File: config.mk
export PLATFORM = sky130hd
export DESIGN_NAME = pulse_swallow_divider
export DESIGN_NICKNAME = d
export VERILOG_FILES = /design/src/rtl/psd_pkg.sv /design/src/rtl/psd_cfg_check.sv /design/src/rtl/psd_prescaler.sv /design/src/rtl/psd_swallow_ctrl.sv /design/src/rtl/pulse_swallow_divider.sv
export SDC_FILE = /design/constraint.sdc
export NUM_CORES = 1
export LEC_CHECK = 0
export BUFFER_PORTS_ARGS = -buffer_cell sky130_fd_sc_hd__buf_2
export CAP_MARGIN = 20
export CORE_MARGIN = 2
export CORE_UTILIZATION = 66
export DETAILED_ROUTE_END_ITERATION = 10
export GPL_TIMING_DRIVEN = 0
export PLACE_DENSITY = 0.81
export SYNTH_ARGS = -nofsm -noshare
export SYNTH_HDL_FRONTEND = slang
export SYNTH_SLANG_ARGS = --single-unit
File: constraint.sdc
create_clock -name clk -period 8.05 [get_ports clk]
set_clock_uncertainty 0.15 [all_clocks]
set_input_delay 1.61 -clock clk [delete_from_list [all_inputs] [get_ports clk]]
set_output_delay 1.61 -clock clk [all_outputs]
set_load 0.005 [all_outputs]
File: src/rtl/psd_pkg.sv
package psd_pkg;

    typedef enum logic [1:0] {
        MODE_P8  = 2'b00,
        MODE_P16 = 2'b01,
        MODE_P32 = 2'b10,
        MODE_BAD = 2'b11
    } pmode_e;

    // Base modulus P for a mode; zero for the illegal code.
    function automatic logic [5:0] base_modulus(pmode_e m);
        case (m)
            MODE_P8:  return 6'd8;
            MODE_P16: return 6'd16;
            MODE_P32: return 6'd32;
            default:  return 6'd0;
        endcase
    endfunction

    // Last index of the extension counter: P/4 core passes per prescaler period.
    function automatic logic [2:0] ext_last(pmode_e m);
        case (m)
            MODE_P8:  return 3'd1;
            MODE_P16: return 3'd3;
            MODE_P32: return 3'd7;
            default:  return 3'd0;
        endcase
    endfunction

endpackage

File: src/rtl/psd_cfg_check.sv
module psd_cfg_check
    import psd_pkg::*;
#(
    parameter int B_W = 13,
    parameter int A_W = 5
) (
    input  pmode_e         mode_i,
    input  logic [B_W-1:0] b_i,
    input  logic [A_W-1:0] a_i,
    output logic           ok_o
);
    localparam int N_W = B_W + 7;

    logic [N_W-1:0] p_w;
    logic [N_W-1:0] n_w;
    logic [N_W-1:0] lim_w;

    always_comb begin
        p_w   = N_W'(base_modulus(mode_i));
        n_w   = N_W'(b_i) * p_w + N_W'(a_i);
        lim_w = p_w * p_w - p_w;
        ok_o  = (mode_i != MODE_BAD)
             && (b_i >= B_W'(3))
             && (B_W'(a_i) <= b_i)
             && (n_w >= lim_w);
    end

endmodule

File: src/rtl/psd_prescaler.sv
module psd_prescaler
    import psd_pkg::*;
(
    input  logic   clk,
    input  logic   rst_n,
    input  logic   run_i,
    input  pmode_e mode_i,
    input  logic   swallow_i,
    output logic   wrap_o
);
    typedef struct packed {
        logic [2:0] core;
        logic [2:0] ext;
    } pre_t;

    pre_t st_d, st_q;
    logic [2:0] core_last;
    logic       ext_end;

    always_comb begin
        st_d      = st_q;
        ext_end   = (st_q.ext == ext_last(mode_i));
        // The 4/5 core stretches to 5 only on the last pass of a swallow period.
        core_last = (swallow_i && ext_end) ? 3'd4 : 3'd3;
        wrap_o    = run_i && (st_q.core == core_last) && ext_end;
        if (!run_i) begin
            st_d = '0;
        end else if (st_q.core == core_last) begin
            st_d.core = 3'd0;
            st_d.ext  = ext_end ? 3'd0 : st_q.ext + 3'd1;
        end else begin
            st_d.core = st_q.core + 3'd1;
        end
    end

    always_ff @(posedge clk or negedge rst_n) begin
        if (!rst_n) st_q <= '0;
        else        st_q <= st_d;
    end

    // a five-cycle core pass happens only while swallowing.
    a_r3_long_pass_only_swallow: assert property (@(posedge clk) disable iff (!rst_n)
        (st_q.core == 3'd4) |-> $past(swallow_i));

    // the core never exceeds its longest length.
    a_r2_core_in_range: assert property (@(posedge clk) disable iff (!rst_n)
        st_q.core <= 3'd4);

endmodule

File: src/rtl/psd_swallow_ctrl.sv
module psd_swallow_ctrl
    import psd_pkg::*;
#(
    parameter int B_W = 13,
    parameter int A_W = 5
) (
    input  logic           clk,
    input  logic           rst_n,
    input  logic           load_i,
    input  logic           cfg_ok_i,
    input  pmode_e         pmode_i,
    input  logic [B_W-1:0] b_i,
    input  logic [A_W-1:0] a_i,
    input  logic           wrap_i,
    output logic           run_o,
    output pmode_e         act_mode_o,
    output logic           swallow_o,
    output logic           div_o,
    output logic           err_o
);
    typedef struct packed {
        logic           run;
        logic           err;
        logic           pend;
        logic           div;
        pmode_e         pend_mode;
        logic [B_W-1:0] pend_b;
        logic [A_W-1:0] pend_a;
        pmode_e         act_mode;
        logic [B_W-1:0] act_b;
        logic [A_W-1:0] act_a;
        logic [B_W-1:0] b_cnt;
        logic [A_W-1:0] a_cnt;
    } ctl_t;

    ctl_t st_d, st_q;
    logic period_end;

    always_comb begin
        st_d       = st_q;
        st_d.div   = 1'b0;
        period_end = st_q.run && wrap_i && (st_q.b_cnt == B_W'(1));

        if (!st_q.run) begin
            if (st_q.pend) begin
                st_d.run      = 1'b1;
                st_d.pend     = 1'b0;
                st_d.act_mode = st_q.pend_mode;
                st_d.act_b    = st_q.pend_b;
                st_d.act_a    = st_q.pend_a;
                st_d.b_cnt    = st_q.pend_b;
                st_d.a_cnt    = st_q.pend_a;
            end
        end else if (period_end) begin
            st_d.div = 1'b1;
            if (st_q.pend) begin
                st_d.pend     = 1'b0;
                st_d.act_mode = st_q.pend_mode;
                st_d.act_b    = st_q.pend_b;
                st_d.act_a    = st_q.pend_a;
                st_d.b_cnt    = st_q.pend_b;
                st_d.a_cnt    = st_q.pend_a;
            end else begin
                st_d.b_cnt = st_q.act_b;
                st_d.a_cnt = st_q.act_a;
            end
        end else if (wrap_i) begin
            st_d.b_cnt = st_q.b_cnt - B_W'(1);
            if (st_q.a_cnt != '0) st_d.a_cnt = st_q.a_cnt - A_W'(1);
        end

        if (load_i) begin
            if (cfg_ok_i) begin
                st_d.pend      = 1'b1;
                st_d.pend_mode = pmode_i;
                st_d.pend_b    = b_i;
                st_d.pend_a    = a_i;
                st_d.err       = 1'b0;
            end else begin
                st_d.err = 1'b1;
            end
        end
    end

    always_ff @(posedge clk or negedge rst_n) begin
        if (!rst_n) begin
            st_q           <= '0;
            st_q.pend_mode <= MODE_P8;
            st_q.act_mode  <= MODE_P8;
        end else begin
            st_q <= st_d;
        end
    end

    assign run_o      = st_q.run;
    assign act_mode_o = st_q.act_mode;
    assign swallow_o  = st_q.run && (st_q.a_cnt != '0);
    assign div_o      = st_q.div;
    assign err_o      = st_q.err;

    // the divided pulse lasts a single cycle.
    a_r4_single_pulse: assert property (@(posedge clk) disable iff (!rst_n)
        st_q.div |=> !st_q.div);

    // swallow count never exceeds the remaining main count.
    a_r1_swallow_le_main: assert property (@(posedge clk) disable iff (!rst_n)
        st_q.run |-> (B_W'(st_q.a_cnt) <= st_q.b_cnt));

    // main count never sits at zero while running.
    a_r1_main_nonzero: assert property (@(posedge clk) disable iff (!rst_n)
        st_q.run |-> (st_q.b_cnt != '0));

    // settings in use change only at a period boundary or at start.
    a_r7_switch_at_boundary: assert property (@(posedge clk) disable iff (!rst_n)
        !$stable(st_q.act_b) |-> (st_q.div || $rose(st_q.run)));

    // modulus control can only begin at the start of a period.
    a_r3_swallow_starts_period: assert property (@(posedge clk) disable iff (!rst_n)
        $rose(swallow_o) |-> (st_q.div || $rose(st_q.run)));

    // a rejected word leaves the pending settings untouched.
    a_r5_reject_keeps_pending: assert property (@(posedge clk) disable iff (!rst_n)
        (load_i && !cfg_ok_i) |=> $stable(st_q.pend_b));

endmodule

File: src/rtl/pulse_swallow_divider.sv
module pulse_swallow_divider
    import psd_pkg::*;
#(
    parameter int B_W = 13,
    parameter int A_W = 5
) (
    input  logic           clk,
    input  logic           rst_n,
    input  logic [1:0]     pmode_i,
    input  logic [B_W-1:0] b_i,
    input  logic [A_W-1:0] a_i,
    input  logic           load_i,
    output logic           div_o,
    output logic           mod_ctl_o,
    output logic           cfg_valid_o,
    output logic           cfg_error_o
);
    pmode_e mode_in;
    pmode_e act_mode;
    logic   cfg_ok;
    logic   wrap;
    logic   run;
    logic   swallow;

    assign mode_in = pmode_e'(pmode_i);

    psd_cfg_check #(.B_W(B_W), .A_W(A_W)) u_check (
        .mode_i (mode_in),
        .b_i    (b_i),
        .a_i    (a_i),
        .ok_o   (cfg_ok)
    );

    psd_prescaler u_pre (
        .clk       (clk),
        .rst_n     (rst_n),
        .run_i     (run),
        .mode_i    (act_mode),
        .swallow_i (swallow),
        .wrap_o    (wrap)
    );

    psd_swallow_ctrl #(.B_W(B_W), .A_W(A_W)) u_ctrl (
        .clk        (clk),
        .rst_n      (rst_n),
        .load_i     (load_i),
        .cfg_ok_i   (cfg_ok),
        .pmode_i    (mode_in),
        .b_i        (b_i),
        .a_i        (a_i),
        .wrap_i     (wrap),
        .run_o      (run),
        .act_mode_o (act_mode),
        .swallow_o  (swallow),
        .div_o      (div_o),
        .err_o      (cfg_error_o)
    );

    assign mod_ctl_o   = swallow;
    assign cfg_valid_o = run;

    // no pulse and no modulus control before settings are in use.
    a_r8_quiet_when_idle: assert property (@(posedge clk) disable iff (!rst_n)
        !run |-> (!div_o && !mod_ctl_o));

endmodule

==> results.rst <==
.. list-table::
   :header-rows: 1

   * - Metric
     - Value
   * - Area of the die
     - 0.00947 sq mm
   * - Synth Flop Type
     - sky130_fd_sc_hd__dfrtp_1
   * - P_leak
     - 3.20 nW
   * - Drc violations
     - 0
   * - Cts repair resizes
     - 0
   * - Top Usage Layer GRT
     - met2
   * - Max-capacitance violation count
     - 0
   * - Number of H-tree levels
     - 3
   * - Count of flip-flops with a built-in enable after synthesis
     - 0
   * - Source-to-sink clock delay at the later pin of the worst-skew pair
     - 0.34 ns
   * - Synthesized net count
     - 690
   * - Met1 track utilization from global routing
     - 33.6%
   * - Clock Pin Slew Worst Setup and Hold Paths
     - 0.07 ns
   * - Commonest cells after routing, fill and taps aside
     - 78 x sky130_fd_sc_hd__ha_1, 68 x sky130_fd_sc_hd__dfrtp_1, 53 x sky130_fd_sc_hd__nand2_1
   * - Routed vias/inst
     - 6.17
   * - Drt initial violations
     - 229
   * - First-pass GRT wire length
     - 21800 um
   * - Worst endpoint data arrival time
     - 7.42 ns
   * - I/O Buffers
     - 26
   * - Via total after detailed routing
     - 4478
   * - Slew at the pin with the worst max-slew slack
     - 0.819 ns
   * - Power after layout
     - 1.35 mW
   * - Unrepaired setup endpoints after global routing
     - no
   * - Headroom to the max-slew limit
     - 45.4%
   * - DRT Wirelength
     - 12300 um
   * - P&R area growth vs syn
     - 8.45%
   * - HPWL after detailed placement
     - 9740 um
   * - Nets
     - 727
   * - # hold bufs at CTS
     - 0
   * - Global placer's final weighted congestion
     - 0.880
   * - Die outline width
     - 97.3 um
   * - Detail-routed net length per standard cell
     - 16.9 um
   * - GRT Residual Overflow
     - 0
   * - Maximum buffer depth of the clock tree
     - 2
   * - Instance count after placement with tap cells included
     - 710
   * - Synth Instances
     - 576
   * - Vertical extent of the die
     - 97.3 um
   * - Worst Path Max Fanout
     - 10
   * - Count of unique library cells instantiated by Yosys
     - 68
   * - Non-filler instance count after layout
     - 726
   * - Setup slack of the critical path after layout
     - 0.703 ns
   * - Run status
     - finished clean
   * - Number of standard-cell rows in the floorplan
     - 34
   * - Number of fill cells in the layout
     - 627
   * - Root Buffer Master
     - sky130_fd_sc_hd__clkbuf_8
   * - Clock tree sinks
     - 68
   * - Final hold viol count
     - 0
   * - Total routing resource utilization after global routing
     - 27.8%
   * - Diode insertion count for antenna repair
     - 0
   * - Ports placed on the boundary
     - 27
   * - Worst min-delay path category
     - reg -> reg
   * - Sequential cell area fraction in the yosys report
     - 29.6%
   * - Most frequent standard cell in the layout excluding fill and tap cells
     - sky130_fd_sc_hd__ha_1
   * - Setup Total Neg Slack
     - 0 ns
   * - Vias in the first global route
     - 4764
   * - Critical Path RT
     - 8.12 ns
   * - Per-instance average area after synthesis
     - 9.98 sq um
   * - Endpoint class of the critical path
     - register
   * - CTS tree
     - done
   * - Setup Crit Path Kind
     - in -> reg
   * - Count of nets left with antenna violations after detail routing
     - 0
   * - PD cells
     - 217 mW/mm^2
   * - Clock period minus final worst setup slack
     - 7.35 ns
   * - Cell area after technology mapping
     - 0.00575 sq mm
   * - Initial antenna violation count
     - 0
   * - Number of flip-flops and latches in the synthesized netlist
     - 68
   * - Minimum setup slack after placement
     - 0.386 ns
   * - Fraction of the cycle the final worst path needs
     - 91.3%
   * - Final setup violating endpoints
     - 0
   * - Worst IR Drop VDD
     - 0.112 mV
   * - First-pass iteration count of the detailed router
     - 5
   * - Met3 GRT Util
     - 3.60%
   * - Maximum clock rate
     - 136 MHz
   * - Share of cells above drive strength 1
     - 18.0%
   * - Core box area
     - 0.00859 sq mm
   * - Proportion of register bits with asynchronous set or reset after synthesis
     - 100%
   * - Initial cell density of the core
     - 66.9%
   * - Final core utilization
     - 72.5%
   * - Number of buffers inserted to repair setup after CTS
     - 0
   * - Fraction of met2 tracks used by global routing
     - 50.4%
   * - Pin count of the biggest net entering global routing
     - 69
   * - Number of clock buffers inserted by TritonCTS
     - 9
   * - Worst setup SP type
     - primary input
   * - Final count of pins violating max slew
     - 0
   * - Synth warnings
     - 0
worst paths after layout:
check	slack (ns)	to	startpoint	depth (start not counted)
setup / recovery	0.70	u_ctrl.st_q[52]	pmode_i[0]	22
hold / removal	0.34	u_pre.st_q[3]	u_pre.st_q[3]	1
setup reg to reg	4.86	u_ctrl.st_q[7]	u_ctrl.act_mode_o[0]	11
hold reg to reg	0.34	u_pre.st_q[3]	u_pre.st_q[3]	1
max in group asynchronous	5.99	u_ctrl.st_q[33]	rst_n	1
min in group asynchronous	1.21	u_pre.st_q[0]	rst_n	1
logic make-up (layout without fill, tap and decap cells):
logic type / Yosys count / count (layout) / synth area share (%)
flip-flops: 68 / 68 / 29.6
XOR/XNOR: 22 / 22 / 3.35
AO/OA/AOI/OAI: 116 / 116 / 14.3
buffers and inverters: 64 / 106 / 4.75
multiplexers: 58 / 58 / 12.3
adder cells (fa/ha/maj): 91 / 91 / 21.5
AND/OR/NAND/NOR: 157 / 157 / 14.1
cell usage after synthesis (3+ instances only):
| library cell | instances | area share, % |
|---|---|---|
| sky130_fd_sc_hd__a2111oi_4 | 3 | 1.4 |
| sky130_fd_sc_hd__a21o_1 | 5 | 0.65 |
| sky130_fd_sc_hd__a21oi_1 | 31 | 2.7 |
| sky130_fd_sc_hd__and2_1 | 13 | 1.4 |
| sky130_fd_sc_hd__and3_1 | 3 | 0.33 |
| sky130_fd_sc_hd__buf_2 | 5 | 0.44 |
| sky130_fd_sc_hd__buf_4 | 3 | 0.39 |
| sky130_fd_sc_hd__clkbuf_1 | 11 | 0.72 |
| sky130_fd_sc_hd__dfrtp_1 | 68 | 30 |
| sky130_fd_sc_hd__fa_1 | 13 | 4.5 |
| sky130_fd_sc_hd__ha_1 | 78 | 17 |
| sky130_fd_sc_hd__inv_1 | 42 | 2.7 |
| sky130_fd_sc_hd__mux2_2 | 29 | 5.7 |
| sky130_fd_sc_hd__mux2_4 | 18 | 4.7 |
| sky130_fd_sc_hd__mux2i_1 | 9 | 1.6 |
| sky130_fd_sc_hd__nand2_1 | 53 | 3.5 |
| sky130_fd_sc_hd__nand2b_1 | 3 | 0.33 |
| sky130_fd_sc_hd__nand3_1 | 11 | 0.96 |
| sky130_fd_sc_hd__nand4_1 | 3 | 0.33 |
| sky130_fd_sc_hd__nand4_2 | 3 | 0.65 |
| sky130_fd_sc_hd__nor2_1 | 33 | 2.2 |
| sky130_fd_sc_hd__nor3_1 | 5 | 0.44 |
| sky130_fd_sc_hd__nor3b_1 | 6 | 0.78 |
| sky130_fd_sc_hd__nor4_1 | 6 | 0.65 |
| sky130_fd_sc_hd__o21ai_0 | 12 | 1.0 |
| sky130_fd_sc_hd__o21ai_1 | 13 | 1.1 |
| sky130_fd_sc_hd__o22ai_1 | 9 | 0.98 |
| sky130_fd_sc_hd__o2bb2ai_1 | 6 | 0.91 |
| sky130_fd_sc_hd__o31ai_1 | 7 | 0.91 |
| sky130_fd_sc_hd__xnor2_1 | 14 | 2.1 |
| sky130_fd_sc_hd__xor2_1 | 8 | 1.2 |
power by group:
group          leakage, nW  internal [mW]  switching (mW)
logic                 2.25          0.265           0.270
clock network        0.107          0.183           0.124
registers            0.845          0.424          0.0857
routing by layer:
metal / wire length (um) / share of wire (%)
met1: 5100 / 42
met2: 6430 / 52
met3: 430 / 3.5
met4: 305 / 2.5
met5: 0 / 0
sequential cells by signal, summed over array words and instances, names as in the netlist:
| name | cells |
|---|---|
| u_ctrl.run_o | 1 |
| u_ctrl.div_o | 1 |
| u_pre.st_q | 6 |
| u_ctrl.err_o | 1 |
| u_ctrl.st_q | 57 |
| u_ctrl.act_mode_o | 2 |
critical path, stage by stage:
cell and delay (ns):
sky130_fd_sc_hd__buf_2 0.12, sky130_fd_sc_hd__inv_1 0.08, sky130_fd_sc_hd__ha_1 0.26, sky130_fd_sc_hd__clkbuf_1 0.41, sky130_fd_sc_hd__nand2_1 0.15, sky130_fd_sc_hd__fa_1 0.55
sky130_fd_sc_hd__inv_1 0.05, sky130_fd_sc_hd__ha_1 0.28, sky130_fd_sc_hd__ha_1 0.30, sky130_fd_sc_hd__ha_1 0.31, sky130_fd_sc_hd__ha_1 0.39, sky130_fd_sc_hd__a21oi_2 0.26
sky130_fd_sc_hd__and2_1 0.27, sky130_fd_sc_hd__o31ai_1 0.12, sky130_fd_sc_hd__xor2_1 0.15, sky130_fd_sc_hd__ha_1 0.34, sky130_fd_sc_hd__o311ai_0 0.16, sky130_fd_sc_hd__or4bb_1 0.59
sky130_fd_sc_hd__a2111oi_4 0.32, sky130_fd_sc_hd__a2111oi_4 0.19, sky130_fd_sc_hd__buf_6 0.20, sky130_fd_sc_hd__mux2_4 0.30
final cells by class:
class | instances | area, sq um | area share, %
clock inverters | 4 | 72.6 | 1.16
clock buffers | 12 | 145 | 2.33
repair buffers | 26 | 133 | 2.13
flip-flops and latches | 68 | 1700 | 27.3
plain buffers | 21 | 111 | 1.79
multi-input cells | 444 | 3770 | 60.5
inverters | 43 | 161 | 2.59
well taps | 108 | 135 | 2.17
per-stage QoR:
step                      hold slack (ns)  area [sq um]
after global routing                0.376          6230
after floorplan                     0.298          5750
after CTS                           0.347          6230
after global placement              0.311          6010
after detailed placement            0.334          6010
final                               0.341          6230
Power figures use the tool's default switching activity.
